===== src/rtl/hpa_pkg.sv =====
package hpa_pkg;

    typedef enum logic [1:0] {
        ST_IDLE = 2'd0,
        ST_MEM  = 2'd1,
        ST_DONE = 2'd2
    } st_e;

    typedef struct packed {
        logic       spare;
        logic       ready;
        logic       pol;
        logic [1:0] rsv;
        logic       wide;
        logic [1:0] bpw;
    } cfg_t;

endpackage


===== src/rtl/hpa_sync.sv =====
module hpa_sync #(
    parameter int W      = 4,
    parameter int STAGES = 2
) (
    input  logic         clk,
    input  logic         rst_n,
    input  logic [W-1:0] d,
    output logic [W-1:0] q
);
    logic [W-1:0] stg_q [STAGES];

    for (genvar i = 0; i < STAGES; i++) begin : g_stage
        always_ff @(posedge clk) begin
            if (!rst_n) begin
                stg_q[i] <= '1;
            end else if (i == 0) begin
                stg_q[i] <= d;
            end else begin
                stg_q[i] <= stg_q[(i == 0) ? 0 : i - 1];
            end
        end
    end

    assign q = stg_q[STAGES-1];
endmodule


===== src/rtl/hpa_lane.sv =====
module hpa_lane #(
    parameter int DATA_W = 16,
    parameter int WORD_W = 24
) (
    input  logic [WORD_W-1:0] base,
    input  logic [DATA_W-1:0] din,
    input  logic [WORD_W-1:0] src,
    input  logic [1:0]        k,
    input  logic              wide,
    output logic [WORD_W-1:0] ins_word,
    output logic [DATA_W-1:0] rd_slice
);
    localparam int EW = WORD_W + 2 * DATA_W;

    logic [EW-1:0] mask_e;
    logic [EW-1:0] ext;
    logic [7:0]    sh;

    always_comb begin
        mask_e   = wide ? EW'({DATA_W{1'b1}}) : EW'({(DATA_W/2){1'b1}});
        sh       = 8'(k) * (wide ? 8'(DATA_W) : 8'(DATA_W/2));
        ext      = (EW'(base) & ~(mask_e << sh)) | ((EW'(din) & mask_e) << sh);
        ins_word = WORD_W'(ext);
        rd_slice = DATA_W'((EW'(src) >> sh) & mask_e);
    end
endmodule


===== src/rtl/hpa_ackgen.sv =====
module hpa_ackgen (
    input  logic pend,
    input  logic done,
    input  logic ready_mode,
    input  logic pol,
    output logic host_ack
);
    logic act;

    always_comb begin
        if (ready_mode) begin
            act = !(pend && !done);
        end else begin
            act = pend && done;
        end
        host_ack = ~(act ^ pol);
    end
endmodule


===== src/rtl/hpa_bridge.sv =====
module hpa_bridge
    import hpa_pkg::*;
#(
    parameter int DATA_W      = 16,
    parameter int WORD_W      = 24,
    parameter int SYNC_STAGES = 2
) (
    input  logic              clk,
    input  logic              rst_n,
    input  logic              strap_pol,
    input  logic              strap_ack,
    input  logic              host_cs_n,
    input  logic              host_rd_n,
    input  logic              host_wr_n,
    input  logic              host_as_n,
    input  logic              host_cfg,
    input  logic [DATA_W-1:0] host_din,
    output logic [DATA_W-1:0] host_dout,
    output logic              host_ack,
    output logic              mem_req,
    output logic              mem_we,
    output logic [WORD_W-1:0] mem_wdata,
    input  logic [WORD_W-1:0] mem_rdata,
    input  logic              mem_done
);
    localparam int HALF_W = DATA_W / 2;

    typedef struct packed {
        st_e               st;
        cfg_t              cfg;
        logic [1:0]        cnt;
        logic              dir;
        logic              we;
        logic [WORD_W-1:0] wbuf;
        logic [WORD_W-1:0] rbuf;
        logic [DATA_W-1:0] dout;
    } regs_t;

    regs_t r_q, r_d;

    logic [3:0] strb_s;
    logic cs_s, rd_s, wr_s, as_s;
    logic pend, is_wr;
    logic [1:0] bpw_eff, k;
    logic last;
    logic [WORD_W-1:0] ins_word, lane_base;
    logic [DATA_W-1:0] rd_slice, first_slice;

    hpa_sync #(.W(4), .STAGES(SYNC_STAGES)) u_sync (
        .clk   (clk),
        .rst_n (rst_n),
        .d     ({host_cs_n, host_rd_n, host_wr_n, host_as_n}),
        .q     (strb_s)
    );

    assign {cs_s, rd_s, wr_s, as_s} = ~strb_s;
    assign pend  = cs_s && (rd_s || wr_s || as_s);
    assign is_wr = wr_s;

    assign bpw_eff   = (r_q.cfg.bpw == 2'd0) ? 2'd1 : r_q.cfg.bpw;
    assign k         = (r_q.dir == is_wr) ? r_q.cnt : 2'd0;
    assign last      = (k == bpw_eff - 2'd1);
    assign lane_base = (k == 2'd0) ? '0 : r_q.wbuf;

    hpa_lane #(.DATA_W(DATA_W), .WORD_W(WORD_W)) u_lane (
        .base     (lane_base),
        .din      (host_din),
        .src      (r_q.rbuf),
        .k        (k),
        .wide     (r_q.cfg.wide),
        .ins_word (ins_word),
        .rd_slice (rd_slice)
    );

    assign first_slice = r_q.cfg.wide ? DATA_W'(mem_rdata[DATA_W-1:0])
                                      : DATA_W'(mem_rdata[HALF_W-1:0]);

    always_comb begin
        r_d = r_q;
        case (r_q.st)
            ST_IDLE: begin
                if (pend) begin
                    if (as_s && !rd_s && !wr_s) begin
                        r_d.st = ST_DONE;
                    end else if (host_cfg) begin
                        if (is_wr) begin
                            r_d.cfg.spare = host_din[7];
                            r_d.cfg.ready = host_din[6];
                            r_d.cfg.wide  = host_din[2];
                            r_d.cfg.bpw   = host_din[1:0];
                        end
                        r_d.dout = DATA_W'(r_q.cfg);
                        r_d.st   = ST_DONE;
                    end else if (is_wr) begin
                        r_d.dir  = 1'b1;
                        r_d.wbuf = ins_word;
                        if (last) begin
                            r_d.we = 1'b1;
                            r_d.st = ST_MEM;
                        end else begin
                            r_d.cnt = k + 2'd1;
                            r_d.st  = ST_DONE;
                        end
                    end else begin
                        r_d.dir = 1'b0;
                        if (k == 2'd0) begin
                            r_d.we = 1'b0;
                            r_d.st = ST_MEM;
                        end else begin
                            r_d.dout = rd_slice;
                            r_d.cnt  = last ? 2'd0 : k + 2'd1;
                            r_d.st   = ST_DONE;
                        end
                    end
                end
            end
            ST_MEM: begin
                if (mem_done) begin
                    r_d.st = ST_DONE;
                    if (r_q.we) begin
                        r_d.cnt = 2'd0;
                    end else begin
                        r_d.rbuf = mem_rdata;
                        r_d.dout = first_slice;
                        r_d.cnt  = (bpw_eff == 2'd1) ? 2'd0 : 2'd1;
                    end
                end
            end
            default: begin
                if (!pend) r_d.st = ST_IDLE;
            end
        endcase
    end

    always_ff @(posedge clk) begin
        if (!rst_n) begin
            r_q           <= '0;
            r_q.st        <= ST_IDLE;
            r_q.cfg.ready <= (strap_pol == strap_ack);
            r_q.cfg.pol   <= strap_pol;
            r_q.cfg.bpw   <= 2'd1;
        end else begin
            r_q <= r_d;
        end
    end

    hpa_ackgen u_ack (
        .pend       (pend),
        .done       (r_q.st == ST_DONE),
        .ready_mode (r_q.cfg.ready),
        .pol        (r_q.cfg.pol),
        .host_ack   (host_ack)
    );

    assign host_dout = r_q.dout;
    assign mem_req   = (r_q.st == ST_MEM);
    assign mem_we    = r_q.we;
    assign mem_wdata = r_q.wbuf;


    req_hold_chk: assert property (@(posedge clk) disable iff (!rst_n)
        mem_req && !mem_done |=> mem_req);


    req_stable_chk: assert property (@(posedge clk) disable iff (!rst_n)
        mem_req && !mem_done |=> $stable(mem_we) && $stable(mem_wdata));


    pol_ro_chk: assert property (@(posedge clk) disable iff (!rst_n)
        $stable(r_q.cfg.pol));


    ack_idle_chk: assert property (@(posedge clk) disable iff (!rst_n)
        !r_q.cfg.ready && !pend |-> host_ack != r_q.cfg.pol);


    cnt_range_chk: assert property (@(posedge clk) disable iff (!rst_n)
        r_q.cnt != 2'd3);
endmodule


===== config.mk =====
export PLATFORM = sky130hd
export DESIGN_NAME = hpa_bridge
export DESIGN_NICKNAME = d
export VERILOG_FILES = /design/src/rtl/hpa_pkg.sv /design/src/rtl/hpa_sync.sv /design/src/rtl/hpa_lane.sv /design/src/rtl/hpa_ackgen.sv /design/src/rtl/hpa_bridge.sv
export SDC_FILE = /design/constraint.sdc
export NUM_CORES = 1
export LEC_CHECK = 0
export BUFFER_PORTS_ARGS = -buffer_cell sky130_fd_sc_hd__buf_4
export CAP_MARGIN = 20
export CORE_UTILIZATION = 54
export DETAILED_ROUTE_END_ITERATION = 6
export PLACE_DENSITY = 0.8
export SLEW_MARGIN = 15
export SYNTH_ARGS = -nofsm -noshare
export SYNTH_HDL_FRONTEND = slang
export SYNTH_SLANG_ARGS = --single-unit

===== constraint.sdc =====
create_clock -name clk -period 2.61 [get_ports clk]
set_clock_uncertainty 0.1 [all_clocks]
set_input_delay 0.522 -clock clk [delete_from_list [all_inputs] [get_ports clk]]
set_output_delay 0.522 -clock clk [all_outputs]
set_load 0.02 [all_outputs]

==> impl_metrics.tcl <==
set metrics [dict create \
    status "complete, no violations" \
    wl_per_cell_um 15.56 \
    ant_nets 0 \
    viasPerCell 5.657 \
    crit_fanout 13 \
    maxCapViolCount 0 \
    critical_path_class "reg2out" \
    slew_violations 0 \
    gp_congestion 0.9084 \
    routed_wl_mm 9.473 \
    cts_buffers 9 \
    yosys_most_used_dff "dfxtp_1" \
    overflow 0 \
    leakagePower_nw 1.793 \
    ys_seq_elements 84 \
    syn2layout_area_growth_pct 17.19 \
    grt_max_degree 37 \
    die_h_um 88.34 \
    arrival_ps 1840 \
    place_hpwl_mm 6.695 \
    io_pins 93 \
    async_flop_share_pct 0 \
    yosys.cell_types.count 59 \
    synth_top_area_cell "dfxtp_1" \
    relSlewSlack_pct 43.66 \
    nets 556 \
    syn_avg_cell_area_sq_um 8.675 \
    core_sq_um 7214 \
    synth_cells 464 \
    finalHoldViolCount 0 \
    cp.required_ps 1990 \
    root_buffer "clkbuf_8" \
    yosys_warnings 0 \
    rsz0062_at_grt "false" \
    seqPwrFrac_pct 52.3 \
    synthDominantCellAreaShare_pct 40.78 \
    drt_iter0_drc 205 \
    clk_pin_slew_ps 80 \
    p_sw_share_pct 22.40 \
    port_buffers 92 \
    min_path_type "in2reg" \
    layout_common_cells "100 x buf_4, 81 x dfxtp_1, 66 x nand2_1" \
    clockPowerShare_pct 40.4 \
    antenna_found_initial 0 \
    comb_power_share_pct 7.3 \
    ys_seq_area_share_pct 42.28 \
    grt_pass1_wl_mm 15.08 \
    hold_ws_ps 240.7 \
    die_area_sq_um 7803 \
    grt_use_total_pct 25.23 \
    synth_area_leaders "dfxtp_1 41%, buf_4 7.8%, nand2_1 6.2%, a21oi_1 5.1%, a22oi_1 4.5%" \
    syn_nets 515 \
    final_common_cell "buf_4" \
    cp-start-kind "register" \
    drive_gt1_share_pct 28.24 \
    p_sw_mw 0.5637 \
    antenna_cells 0 \
    cts.sinks 84 \
    first_global_vias 3128 \
    row_count 31 \
    p_int_mw 1.952 \
    dr.pass1.iters 5 \
    insertion_delay_ps 360 \
    initial_core_util_pct 55.79 \
    drc_errors 0 \
    fin_crit_sh_pct 94.28 \
    power.total_mw 2.516 \
    p_per_area_nw_per_um2 533.4 \
    tightest_slew_ps 842.0 \
    setup_tns_ps 0 \
    syn_area_sq_um 4025 \
    fp.dieW_um 88.34 \
    cts_tree "done" \
    cts_buffer_depth 2 \
    setup_viol_count_final 0 \
    endpoint_kind "output pin" \
    max_freq_mhz 406.4 \
    peakVddDrop_mv 0.3174 \
    htreeDepth 3 \
    vias 3445 \
    timing.final.crit_period_ps 2461 \
    synth_edf_count 2 \
]
## routing by layer
| layer | vias to the layer above | track usage, % | share of wire, % |
|---|---|---|---|
| met5 | - | 0 | 0 |
| met1 | 1611 | 34.11 | 44 |
| li1 | 1689 | - | - |
| met2 | 127 | 39.65 | 48 |
| met4 | 0 | 11.58 | 2.1 |
| met3 | 18 | 4.104 | 6.5 |
## worst paths after layout
path	start	to	slack (ps)	cells past startpoint
setup reg to reg	u_sync.stg_q[1][1]	host_dout[14]	280	9
hold reg to reg	u_sync.stg_q[0][0]	u_sync.stg_q[1][0]	320	1
hold / removal	host_as_n	u_sync.stg_q[0][0]	240	2
setup / recovery	u_sync.stg_q[1][1]	host_ack	150	6
## registers in the layout, indices dropped and copies added (netlist names)
| signal | count |
|---|---|
| r_q | 34 |
| mem_wdata | 24 |
| host_dout | 16 |
| u_sync.stg_q | 8 |
| mem_we | 1 |
| r_d | 1 |
## power by group through the flow
stage          clock network (mW)  logic [mW]  registers (mW)
2_1_floorplan                   0      0.0945            1.34
3_3_place_gp                    0       0.181            1.34
3_5_place_dp                    0       0.184            1.35
4_1_cts                      1.03       0.185            1.32
5_1_grt                      1.08       0.200            1.32
6_report                     1.02       0.185            1.32
## what timing repair did
item | in CTS | in global routing
hold buffers | 0 | 0
setup endpoints to repair | 0 | 16
hold endpoints to repair | 0 | 0
buffers inserted | 0 | 0
resized for setup | 0 | 2
## metrics by stage
step	util, %	area [sq um]	std cells	worst slack [ps]
global route	65.38	4717	609	54.16
finish	65.38	4717	609	149.2
CTS	65.26	4708	609	147.5
detailed placement	62.26	4492	593	169.1
floorplan	-	4025	464	399.1
global placement	62.26	4492	593	304.2
## synth_stat cells, drive strengths merged (5+ instances only)
cell type  count
o2bb2ai        8
nand2b        11
inv            5
a22oi         24
mux2i          6
o21ai         33
mux2           8
a211oi         8
buf           53
nand2         66
a21oi         46
nor2          30
dfxtp         82
a41oi          6
clkbuf        19
a22o           8
## final cells by class
cell class,count,area [sq um]
Clock buffer,11,141.4
Clock inverter,5,75.07
Timing Repair Buffer,102,790.8
Multi-Input combinational cell,303,1864
Fill cell,613,2497
Sequential cell,84,1703
Inverter,5,18.77
Tap cell,99,123.9
## kinds of logic (layout without fill, tap and decap cells)
group	count (synthesis)	after routing	share of synthesized area [%]
AO/OA/AOI/OAI	154	154	25.55
AND/OR/NAND/NOR	130	130	15.48
flip-flops	84	84	42.28
buffers and inverters	77	123	11.59
multiplexers	14	14	3.730
XOR/XNOR	4	4	1.057
adder cells (fa/ha/maj)	1	1	0.3108
## critical path: stages (launching register included)
cell and delay [ps]:
dfxtp_1 440, buf_4 260, a31o_2 220, nor3b_1 60, a21oi_1 160, xor2_1 180
buf_4 160
(Power assumes the default switching activity.)
